File: config.mk
export PLATFORM = sky130hd
export DESIGN_NAME = dinacq_ctl
export DESIGN_NICKNAME = d
export VERILOG_FILES = /design/src/rtl/dinacq_pkg.sv /design/src/rtl/dinacq_sync.sv /design/src/rtl/dinacq_div.sv /design/src/rtl/dinacq_pace.sv /design/src/rtl/dinacq_fifo.sv /design/src/rtl/dinacq_ctl.sv
export SDC_FILE = /design/constraint.sdc
export NUM_CORES = 1
export LEC_CHECK = 0
export CAP_MARGIN = 20
export CELL_PAD_IN_SITES_DETAIL_PLACEMENT = 1
export CELL_PAD_IN_SITES_GLOBAL_PLACEMENT = 2
export CORE_AREA = 2 2 119 208
export DETAILED_ROUTE_END_ITERATION = 10
export DIE_AREA = 0 0 121 210
export DONT_BUFFER_PORTS = 1
export MAX_ROUTING_LAYER = met4
export PLACE_DENSITY_LB_ADDON = 0.1
export SKIP_LAST_GASP = 1
export SLEW_MARGIN = 20
export SYNTH_ARGS = -nofsm -noshare
export SYNTH_HDL_FRONTEND = slang
export SYNTH_SLANG_ARGS = --single-unit
export TNS_END_PERCENT = 30
File: constraint.sdc
create_clock -name clk -period 6.35 [get_ports clk]
set_clock_uncertainty 0.2 [all_clocks]
set_input_delay 0.3175 -clock clk [delete_from_list [all_inputs] [get_ports clk]]
set_output_delay 0.3175 -clock clk [all_outputs]
set_load 0.005 [all_outputs]
File: src/rtl/dinacq_pkg.sv
package dinacq_pkg;
   typedef enum logic [1:0] {
      SRC_TIMER = 2'b00,
      SRC_FAST  = 2'b01,
      SRC_SLOW  = 2'b10,
      SRC_EXT   = 2'b11
   } pace_src_e;

   localparam int CB_WIDE  = 0;
   localparam int CB_SRC   = 1;
   localparam int CB_HS    = 3;
   localparam int CB_WAIT  = 5;
   localparam int CB_TERM  = 6;
   localparam int CB_EN    = 8;
   localparam int CB_CLR   = 9;
   localparam int CB_OVR   = 10;
   localparam int CB_FULL  = 11;
   localparam int CB_EMPTY = 12;

   typedef struct packed {
      logic      en;
      logic      term_off;
      logic      wait_trig;
      logic      hs;
      pace_src_e src;
      logic      wide;
   } ctl_t;
endpackage

File: src/rtl/dinacq_sync.sv
module dinacq_sync #(
   parameter int STAGES = 2
) (
   input  logic clk,
   input  logic rst_n,
   input  logic d,
   output logic q,
   output logic rise
);
   if (STAGES < 2) begin : g_bad_stages
      $error("dinacq_sync: STAGES must be at least 2");
   end

   logic [STAGES:0] sh;

   always_ff @(posedge clk or negedge rst_n) begin
      if (!rst_n) sh <= '0;
      else        sh <= {sh[STAGES-1:0], d};
   end

   assign q    = sh[STAGES-1];
   assign rise = sh[STAGES-1] & ~sh[STAGES];
endmodule

File: src/rtl/dinacq_div.sv
module dinacq_div #(
   parameter int DIV = 2
) (
   input  logic clk,
   input  logic rst_n,
   output logic tick
);
   if (DIV < 1) begin : g_bad_div
      $error("dinacq_div: DIV must be at least 1");
   end

   if (DIV == 1) begin : g_every
      assign tick = 1'b1;
   end else begin : g_count
      localparam int CW = $clog2(DIV);
      logic [CW-1:0] cnt;
      always_ff @(posedge clk or negedge rst_n) begin
         if (!rst_n)                      cnt <= '0;
         else if (cnt == CW'(DIV - 1))    cnt <= '0;
         else                             cnt <= cnt + 1'b1;
      end
      assign tick = (cnt == CW'(DIV - 1));
   end
endmodule

File: src/rtl/dinacq_pace.sv
module dinacq_pace
   import dinacq_pkg::*;
#(
   parameter int DIV_FAST    = 1,
   parameter int DIV_SLOW    = 2,
   parameter int SYNC_STAGES = 2
) (
   input  logic      clk,
   input  logic      rst_n,
   input  pace_src_e src,
   input  logic      timer0_in,
   input  logic      ext_req,
   output logic      tick,
   output logic      req_rise
);
   logic fast_tick, slow_tick, tmr_rise, tmr_lvl, req_lvl;

   dinacq_div #(.DIV(DIV_FAST)) u_fast (.clk(clk), .rst_n(rst_n), .tick(fast_tick));
   dinacq_div #(.DIV(DIV_SLOW)) u_slow (.clk(clk), .rst_n(rst_n), .tick(slow_tick));

   dinacq_sync #(.STAGES(SYNC_STAGES)) u_tmr (
      .clk(clk), .rst_n(rst_n), .d(timer0_in), .q(tmr_lvl), .rise(tmr_rise));
   dinacq_sync #(.STAGES(SYNC_STAGES)) u_req (
      .clk(clk), .rst_n(rst_n), .d(ext_req), .q(req_lvl), .rise(req_rise));

   always_comb begin
      unique case (src)
         SRC_TIMER: tick = tmr_rise;
         SRC_FAST:  tick = fast_tick;
         SRC_SLOW:  tick = slow_tick;
         default:   tick = req_rise;
      endcase
   end

   logic unused_lvl;
   assign unused_lvl = tmr_lvl ^ req_lvl;
endmodule

File: src/rtl/dinacq_fifo.sv
module dinacq_fifo #(
   parameter int W     = 32,
   parameter int DEPTH = 8
) (
   input  logic         clk,
   input  logic         rst_n,
   input  logic         clr,
   input  logic         push,
   input  logic [W-1:0] din,
   input  logic         pop,
   output logic [W-1:0] dout,
   output logic         full,
   output logic         empty
);
   localparam int AW = $clog2(DEPTH);
   localparam int CW = $clog2(DEPTH + 1);

   if (DEPTH < 2 || (1 << AW) != DEPTH) begin : g_bad_depth
      $error("dinacq_fifo: DEPTH must be a power of two of at least 2");
   end

   logic [W-1:0]  mem [DEPTH];
   logic [AW-1:0] wptr, rptr;
   logic [CW-1:0] cnt;
   logic          do_push, do_pop;

   assign full    = (cnt == CW'(DEPTH));
   assign empty   = (cnt == '0);
   assign do_push = push & ~full & ~clr;
   assign do_pop  = pop & ~empty & ~clr;
   assign dout    = mem[rptr];

   always_ff @(posedge clk) begin
      if (do_push) mem[wptr] <= din;
   end

   always_ff @(posedge clk or negedge rst_n) begin
      if (!rst_n) begin
         wptr <= '0;
         rptr <= '0;
         cnt  <= '0;
      end else if (clr) begin
         wptr <= '0;
         rptr <= '0;
         cnt  <= '0;
      end else begin
         if (do_push) wptr <= wptr + 1'b1;
         if (do_pop)  rptr <= rptr + 1'b1;
         cnt <= cnt + CW'(do_push) - CW'(do_pop);
      end
   end
endmodule

File: src/rtl/dinacq_ctl.sv
module dinacq_ctl
   import dinacq_pkg::*;
#(
   parameter int PORT_W      = 16,
   parameter int DEPTH       = 8,
   parameter int ADDR_W      = 4,
   parameter int DIV_FAST    = 1,
   parameter int DIV_SLOW    = 2,
   parameter int SYNC_STAGES = 2
) (
   input  logic                clk,
   input  logic                rst_n,
   input  logic                bus_wr,
   input  logic [ADDR_W-1:0]   bus_addr,
   input  logic [31:0]         bus_wdata,
   output logic [31:0]         bus_rdata,
   input  logic [PORT_W-1:0]   port_a,
   input  logic [PORT_W-1:0]   port_b,
   input  logic                timer0_in,
   input  logic                ext_req,
   input  logic                trig_in,
   output logic                ack_out,
   output logic                term_off_a,
   output logic                portb_ctl_en,
   input  logic                fifo_pop,
   output logic [2*PORT_W-1:0] fifo_dout
);
   localparam int SW = 2 * PORT_W;

   if (PORT_W < 1 || ADDR_W < 1) begin : g_bad_widths
      $error("dinacq_ctl: PORT_W and ADDR_W must be positive");
   end

   ctl_t          ctl_q;
   logic          hit, clr_pulse, en_q;
   logic          trig_lvl, trig_rise, trig_seen_q, active;
   logic          tick, req_rise, want, fifo_push;
   logic          fifo_full, fifo_empty, ovr_q, ack_q;
   logic [SW-1:0] sample;
   logic [31:0]   csr_view;

   assign hit       = bus_wr && (bus_addr == '0);
   assign clr_pulse = hit && bus_wdata[CB_CLR];
   assign en_q      = ctl_q.en;

   always_ff @(posedge clk or negedge rst_n) begin
      if (!rst_n) begin
         ctl_q <= '0;
      end else if (hit) begin
         ctl_q.wide      <= bus_wdata[CB_WIDE];
         ctl_q.src       <= pace_src_e'(bus_wdata[CB_SRC +: 2]);
         ctl_q.hs        <= bus_wdata[CB_HS];
         ctl_q.wait_trig <= bus_wdata[CB_WAIT];
         ctl_q.term_off  <= bus_wdata[CB_TERM];
         ctl_q.en        <= bus_wdata[CB_EN];
      end
   end

   dinacq_sync #(.STAGES(SYNC_STAGES)) u_trig (
      .clk(clk), .rst_n(rst_n), .d(trig_in), .q(trig_lvl), .rise(trig_rise));

   always_ff @(posedge clk or negedge rst_n) begin
      if (!rst_n)                              trig_seen_q <= 1'b0;
      else if (!ctl_q.en)                      trig_seen_q <= 1'b0;
      else if (ctl_q.wait_trig && trig_lvl)    trig_seen_q <= 1'b1;
   end

   assign active = ctl_q.en && (!ctl_q.wait_trig || trig_seen_q);

   dinacq_pace #(
      .DIV_FAST(DIV_FAST), .DIV_SLOW(DIV_SLOW), .SYNC_STAGES(SYNC_STAGES)
   ) u_pace (
      .clk(clk), .rst_n(rst_n), .src(ctl_q.src),
      .timer0_in(timer0_in), .ext_req(ext_req),
      .tick(tick), .req_rise(req_rise));

   assign want      = active && (ctl_q.hs ? req_rise : tick);
   assign fifo_push = want && !fifo_full && !clr_pulse;
   assign sample    = ctl_q.wide ? {port_b, port_a} : {{PORT_W{1'b0}}, port_a};

   dinacq_fifo #(.W(SW), .DEPTH(DEPTH)) u_fifo (
      .clk(clk), .rst_n(rst_n), .clr(clr_pulse),
      .push(fifo_push), .din(sample), .pop(fifo_pop),
      .dout(fifo_dout), .full(fifo_full), .empty(fifo_empty));

   always_ff @(posedge clk or negedge rst_n) begin
      if (!rst_n)                                      ovr_q <= 1'b0;
      else if (clr_pulse)                              ovr_q <= 1'b0;
      else if (want && !ctl_q.hs && fifo_full)         ovr_q <= 1'b1;
   end

   always_ff @(posedge clk or negedge rst_n) begin
      if (!rst_n) ack_q <= 1'b0;
      else        ack_q <= fifo_push && ctl_q.hs;
   end

   always_comb begin
      csr_view             = '0;
      csr_view[CB_WIDE]    = ctl_q.wide;
      csr_view[CB_SRC +: 2] = ctl_q.src;
      csr_view[CB_HS]      = ctl_q.hs;
      csr_view[CB_WAIT]    = ctl_q.wait_trig;
      csr_view[CB_TERM]    = ctl_q.term_off;
      csr_view[CB_EN]      = ctl_q.en;
      csr_view[CB_OVR]     = ovr_q;
      csr_view[CB_FULL]    = fifo_full;
      csr_view[CB_EMPTY]   = fifo_empty;
   end

   assign bus_rdata    = (bus_addr == '0) ? csr_view : '0;
   assign ack_out      = ack_q;
   assign term_off_a   = ctl_q.term_off;
   assign portb_ctl_en = ~ctl_q.wide;

   logic unused_trig;
   assign unused_trig = trig_rise;
endmodule

[After elaboration in Yosys (flattened, before gate mapping)]
Memories as Yosys holds them, arrays and structs flattened.
Index checks and enable logic that the tools add are counted.
Cells by class
  eq/ne operators: 4
  multiplexer cells: 16
  bitwise gates (word level): 12
  $add $sub $neg: 5
  reductions and logical operators: 21
Operators by type and width (count)
  $mux W32: 1
  $mux W13: 1
  $mux W3: 4
  $logic_and A1 B1 Y1: 10
  $logic_not A4 Y1: 2
  $mux W1: 8
  $add A3 B1 Y3 const B: 2
  $and A1 B1 Y1: 6
  $not A1 Y1: 6
  $reduce_bool A2 Y1: 3
  $add A4 B1 Y4: 1
  $eq A4 B4 Y1 const B: 1
  $logic_not A1 Y1: 4
  $mux W4: 1
  $sub A4 B1 Y4: 1
  $pmux W1 S3: 1
  $eq A2 B1 Y1 const B: 1
  $eq A2 B2 Y1 const B: 1
  $logic_not A2 Y1: 1
  $ne A2 B1 Y1 const B: 1
  $add A1 B1 Y1 const B: 1
  $logic_or A1 B1 Y1: 1
Word-level totals
  memories kept: 1
  bits in registers: 29
  output and inout bits: 67
  memory bits (writable): 256
  bits of input ports: 75
  word-level logic and storage cells: 75
Memories
  u_fifo.mem: depth 8, bits a word 32, read ports 1, clocked after Yosys merged registers in 0, write ports 1, line dinacq_fifo.sv:22  | logic [W-1:0] mem [DEPTH];

[Logic depth before layout (Yosys ltp)]
  word-level depth: 12
  depth in mapped cells: 12
  gate-level depth less buffers: 12

[By module]
A second synthesis with hierarchy kept.
Unflattened totals
  cell total of the unflattened synthesis: 545
  area, all modules: 11529.8 um^2
By module, submodules not included
  dinacq_fifo: times used 1, cells an instance 445, area each 10401.2 um^2
  dinacq_ctl: times used 1, cells an instance 83, area each 799.5 um^2
  dinacq_sync: times used 3, cells an instance 4, area each 88.8 um^2
  dinacq_div (u_pace.u_slow): times used 1, cells an instance 2, area each 28.8 um^2
  dinacq_pace: times used 1, cells an instance 1, area each 22.5 um^2
  dinacq_div (u_pace.u_fast): times used 1, cells an instance 2, area each 11.3 um^2

[Worst setup path after synthesis]
No wires, ideal clock.
  path type: register to register
  start point: reg u_fifo.cnt[2]
  end point: mem u_fifo.mem[1][0] (enable)
  data required time: 5.637 ns
  stages on the path, launching flop included: 7
  slack: 1.197 ns
  arrival: 4.440 ns
  path through: dfrtp_1 > inv_1 > ha_1 > or3b_2 > o2111ai_4 > nor2_2 > nor4b_1
On the way
  cells in the longest elaborated chain, start to end: 8
  elaborated cells between the ends (all ways): 9
  those cells by class: eq/ne (1); mux (2); bitwise (3); reduce/logical (3)
RTL lines
  start, declared: line dinacq_fifo.sv:24  | logic [CW-1:0] cnt;
  start signal, assigned: line dinacq_fifo.sv:49  | cnt <= cnt + CW'(do_push) - CW'(do_pop);
  $eq A4 B4 Y1 (*): line dinacq_fifo.sv:27  | assign full = (cnt == CW'(DEPTH));
  $logic_not A1 Y1: line dinacq_ctl.sv:78  | assign fifo_push = want && !fifo_full && !clr_pulse;
  $logic_and A1 B1 Y1 (2 in series): line dinacq_ctl.sv:78
  $and A1 B1 Y1 (*) (2 in series): line dinacq_fifo.sv:29  | assign do_push = push & ~full & ~clr;
  $mux W1 (*): line dinacq_fifo.sv:34  | if (do_push) mem[wptr] <= din;
  $mux W1 (implied by the code) (*): line dinacq_fifo.sv:34
  end, declared: line dinacq_fifo.sv:22
Mark *: on every way between the ends. The rest lies on a longest branch, timed or not.

[Worst setup path in the final report]
  start point: reg u_fifo.rptr[0]
  end point: out fifo_dout[25]
On the way
  cells in the longest elaborated chain, start to end: 1
RTL lines
  start, declared: line dinacq_fifo.sv:23  | logic [AW-1:0] wptr, rptr;
  start signal, assigned: line dinacq_fifo.sv:48  | if (do_pop) rptr <= rptr + 1'b1;
  $mem_v2 Z8 W32
  end, declared: line dinacq_ctl.sv:26  | output logic [2*PORT_W-1:0] fifo_dout
No other way between the ends.

==> impl_metrics.env <==
export IMPL_nNetsFinal=686
export IMPL_die_area_sq_um=25400
export IMPL_crit_slowest_cell="sky130_fd_sc_hd__dfrtp_4"
export IMPL_r2r_slack_ns=3.44
export IMPL_post_dp_cell_area_sq_um=11600
export IMPL_startpoint_type="flip-flop"
export IMPL_design_area_sq_um=12900
export IMPL_power_density_cell_area_nw_per_um2=390
export IMPL_syn_to_final_growth_pct=14.2
export IMPL_dieHeight_um=210
export IMPL_tritoncts_clock_tree="yes"
export IMPL_gp_routability_congestion=0.739
export IMPL_worst_r2r_path_depth=7
export IMPL_synthArstFlopShare_pct=10.2
export IMPL_pwr_share_clk_pct=28.5
export IMPL_ctsRootBufferMaster="sky130_fd_sc_hd__clkbuf_16"
export IMPL_globalRoute_totalOverflow=0
export IMPL_peakVddDrop_uv=350
export IMPL_synth_top_cell_area_share_pct=68.2
export IMPL_setup_viol=0
export IMPL_worstPathRequired_ns=5.83
export IMPL_holdCritPathClass="input port to flip-flop"
export IMPL_finalNonFillerCells=929
export IMPL_layout_setup_ws_ns=2.75
export IMPL_cellLeakagePower_nw=4.26
export IMPL_drt_iter0_markers=183
export IMPL_ys_seq_area_share_pct=74.7
export IMPL_synthesis_area_sq_um=11300
export IMPL_intPower_mw=3.64
export IMPL_max_clock_freq_mhz=278
export IMPL_placeableCoreArea_sq_um=23700
export IMPL_synth_fa_ha_area_share_pct=1.07
export IMPL_drt_antenna_violating_nets=0
export IMPL_layout_drive_gt1_share_pct=27.5
export IMPL_cp_delay_by_family_top="flip-flops"
export IMPL_htreeDepth=1
export IMPL_ctsLongestPathBuffers=3
export IMPL_p_switching_mw=1.38
export IMPL_grt_start_max_net_pins=43
export IMPL_whs_ns=-0.000836
export IMPL_pin_count=142
export IMPL_avgRoutedWirePerCell_um=23.8
export IMPL_hold_path_cell_count=3
export IMPL_dp_cells=836
export IMPL_synth_compound_gate_area_share_pct=1.01
export IMPL_viasPerCell=5.49
export IMPL_clk_insertion_delay_late_ns=0.53
export IMPL_final_period_utilization_pct=56.6
export IMPL_min_from="bus_addr[2]"
export IMPL_tritoncts_num_buffers=25
export IMPL_start_util_pct=47.5
export IMPL_io_buffer_count=0
export IMPL_n_antenna_cell=0
export IMPL_power_switching_fraction_pct=27.5
export IMPL_route_detailed_drc=0
export IMPL_syn_avg_cell_area_sq_um=21.0
export IMPL_first_pass_grt_wire_length_um=33800
export IMPL_critical_path_max_fanout=42
export IMPL_ys_warn_count=0
export IMPL_cell_chain_critical_path="buf_4, mux4_2, mux2_2"
export IMPL_regToRegEndpoint="u_fifo.mem[6][6]"
export IMPL_synth_ff_latch_count=285
export IMPL_timing_critical_path_arrival_ns=3.08
export IMPL_dr_total_vias=5096
export IMPL_mux_cell_area_share_after_synthesis_pct=16.8
export IMPL_crit_reg2reg_launch="u_fifo.cnt[2]"
export IMPL_timing_worst_setup_path_type="flip-flop to output pin"
export IMPL_die_x_um=121
export IMPL_critical_path_buf_inv_count=1
export IMPL_cts_repair_resized=0
export IMPL_ys_flop_type="sky130_fd_sc_hd__edfxtp_1"
export IMPL_largest_stage_delay_on_the_critical_path_ns=1.02
export IMPL_detailedPlace_worstSlack_ns=3.21
export IMPL_slew_viol_final=0
export IMPL_grt_total_usage_pct=18.6
export IMPL_max_slew_worst_pin_slew_ns=1.05
export IMPL_total_power_mw=5.01
export IMPL_seqCellArea_sq_um=8420
export IMPL_grt_setup_unrepaired="no"
export IMPL_via_count_of_the_first_global_routing_pass=5745
export IMPL_power_frac_comb_pct=22.6
export IMPL_timing_setup_tns_ns=0
export IMPL_syn_instance_count=537
export IMPL_power_sequential_fraction_pct=48.8
export IMPL_detail_route_wirelength_um=22100
export IMPL_synth_xor_area_share_pct=0.311
export IMPL_post_synth_main_area_contributors="sky130_fd_sc_hd__edfxtp_1 (68%), sky130_fd_sc_hd__mux4_2 (13%), sky130_fd_sc_hd__dfrtp_1 (6.4%)"
export IMPL_max_cap_viol_count=0
export IMPL_post_dp_hpwl_um=13000
export IMPL_synth_largest_area_cell="sky130_fd_sc_hd__edfxtp_1"
export IMPL_critPathCaptureType="output pin"
export IMPL_drt_first_pass_iters=6
export IMPL_hold_viol_final=2
export IMPL_run_status="finished, violations left"
export IMPL_clock_sinks=285
export IMPL_post_synth_and_or_nand_nor_area_fraction_pct=3.53
export IMPL_violations="negative hold slack"
export IMPL_total_of_fill_cells_in_the_finished_design=2081
export IMPL_clkTransAtPathRegs_ns=0.07
export IMPL_largest_family_of_logic_cells_by_synthesized_area="multiplexers"
export IMPL_whs_endpoint="u_fifo.cnt[0]"
export IMPL_synth_enable_flop_cells=256
export IMPL_grt_antenna_before_repair=0
export IMPL_floorplan_rows=75
export IMPL_synth_distinct_cells=40
export IMPL_slew_headroom_pct=29.9
export IMPL_multi_input_area_sq_um=2680
export IMPL_final_min_clock_period_ns=3.60
export IMPL_utilization_pct=54.2
-- synthesized netlist by cell type (all sizes together) (2+ instances only) --
master and n:
or3b 2, clkbuf 12, a21oi 7, mux4 64
ha 8, nor3b 3, buf 31, dfrtp 29
xor2 2, edfxtp 256, mux2 39, nor4b 2
nor4 2, nor2 14, and2 24, xnor2 2
inv 10, o21ai 2, nand3 6, and4b 2
nand2 6
-- cell type report --
type	count	share of cell area, %
flip-flops and latches	285	65.4
clock buffers	33	5.25
well taps	308	2.99
multi-input cells	220	20.8
repair buffers	60	4.49
inverters	10	0.292
clock inverters	13	0.719
-- per-layer routing --
layer  vias to the layer above  share of wire, %  global-route usage [%]  wire (um)
met5                         -                 0                       -          0
met4                         0               2.3                    5.77        504
met3                        32               4.2                    2.92        927
met2                       113                56                    33.0      12300
met1                      2711                38                    21.6       8400
li1                       2240                 -                       -          -
-- state kept, by name, indices dropped and copies added, names as in the netlist --
| register | cells |
|---|---|
| u_fifo.mem | 256 |
| trig_seen_q | 1 |
| u_pace.u_slow.tick | 1 |
| en_q | 1 |
| u_pace.u_req.sh | 3 |
| term_off_a | 1 |
| u_fifo.wptr | 3 |
| u_fifo.rptr | 3 |
| ack_out | 1 |
| u_trig.sh | 2 |
| u_pace.u_tmr.sh | 3 |
| u_fifo.cnt | 4 |
| csr_view | 5 |
| ovr_q | 1 |
-- kinds of logic after synthesis --
| kind of cell | Yosys count |
|---|---|
| AO/OA/AOI/OAI | 15 |
| XOR/XNOR | 4 |
| adder cells (fa/ha/maj) | 9 |
| buffers and inverters | 53 |
| flip-flops | 285 |
| multiplexers | 104 |
| other | 1 |
| AND/OR/NAND/NOR | 66 |
-- worst max-delay path by stage --
stage / startpoint / slack [ns] / to / cells past startpoint
CTS: u_fifo.rptr[0] / 2.62 / fifo_dout[25] / 3
global route: u_fifo.rptr[0] / 2.56 / fifo_dout[25] / 3
detailed placement: u_fifo.rptr[0] / 3.21 / fifo_dout[2] / 3
global placement: u_fifo.rptr[0] / 3.25 / fifo_dout[2] / 3
floorplan: u_fifo.cnt[2] / 1.20 / u_fifo.mem[1][0] / 6
finish: u_fifo.rptr[0] / 2.75 / fifo_dout[25] / 3
-- tightest hold or removal path: stages --
cell and delay (ns):
sky130_fd_sc_hd__nor4_2 0.05, sky130_fd_sc_hd__nand3_1 0.17, sky130_fd_sc_hd__and2_1 0.15
-- power groups by stage --
| stage | Clock, mW | Sequential [mW] | Combinational [mW] |
|---|---|---|---|
| after floorplan | 0 | 2.28 | 1.04 |
| after global placement | 0 | 2.49 | 1.10 |
| after detailed placement | 0 | 2.51 | 1.13 |
| after CTS | 1.47 | 2.47 | 1.17 |
| after global routing | 1.52 | 2.48 | 1.24 |
| final | 1.43 | 2.45 | 1.13 |
-- timing repair --
action | 4_1_cts | 5_1_grt
endpoints found under the hold margin | 301 | 0
hold buffers | 47 | 0
endpoints found under the setup margin | 0 | 0
buffers inserted | 0 | 0
-- cell usage in the layout (no fill, tap or decap), types with 2 or more instances in the layout --
cell type / count
sky130_fd_sc_hd__a21oi_1: 7
sky130_fd_sc_hd__and2_1: 24
sky130_fd_sc_hd__buf_4: 13
sky130_fd_sc_hd__clkbuf_1: 6
sky130_fd_sc_hd__clkbuf_16: 25
sky130_fd_sc_hd__clkbuf_8: 2
sky130_fd_sc_hd__clkinv_1: 5
sky130_fd_sc_hd__clkinv_2: 4
sky130_fd_sc_hd__clkinvlp_4: 2
sky130_fd_sc_hd__conb_1: 22
sky130_fd_sc_hd__dfrtp_1: 26
sky130_fd_sc_hd__dfrtp_2: 2
sky130_fd_sc_hd__dlygate4sd3_1: 46
sky130_fd_sc_hd__edfxtp_1: 256
sky130_fd_sc_hd__ha_1: 8
sky130_fd_sc_hd__inv_1: 10
sky130_fd_sc_hd__mux2_2: 39
sky130_fd_sc_hd__mux4_2: 64
sky130_fd_sc_hd__nand2_1: 6
sky130_fd_sc_hd__nand3_1: 4
sky130_fd_sc_hd__nand3_2: 2
sky130_fd_sc_hd__nor2_1: 11
sky130_fd_sc_hd__nor2_2: 2
sky130_fd_sc_hd__nor3b_2: 2
sky130_fd_sc_hd__nor4_2: 2
sky130_fd_sc_hd__o21ai_0: 2
sky130_fd_sc_hd__or3b_2: 2
sky130_fd_sc_hd__xnor2_1: 2
sky130_fd_sc_hd__xor2_1: 2
No activity file was read; power rests on OpenSTA's default activity.
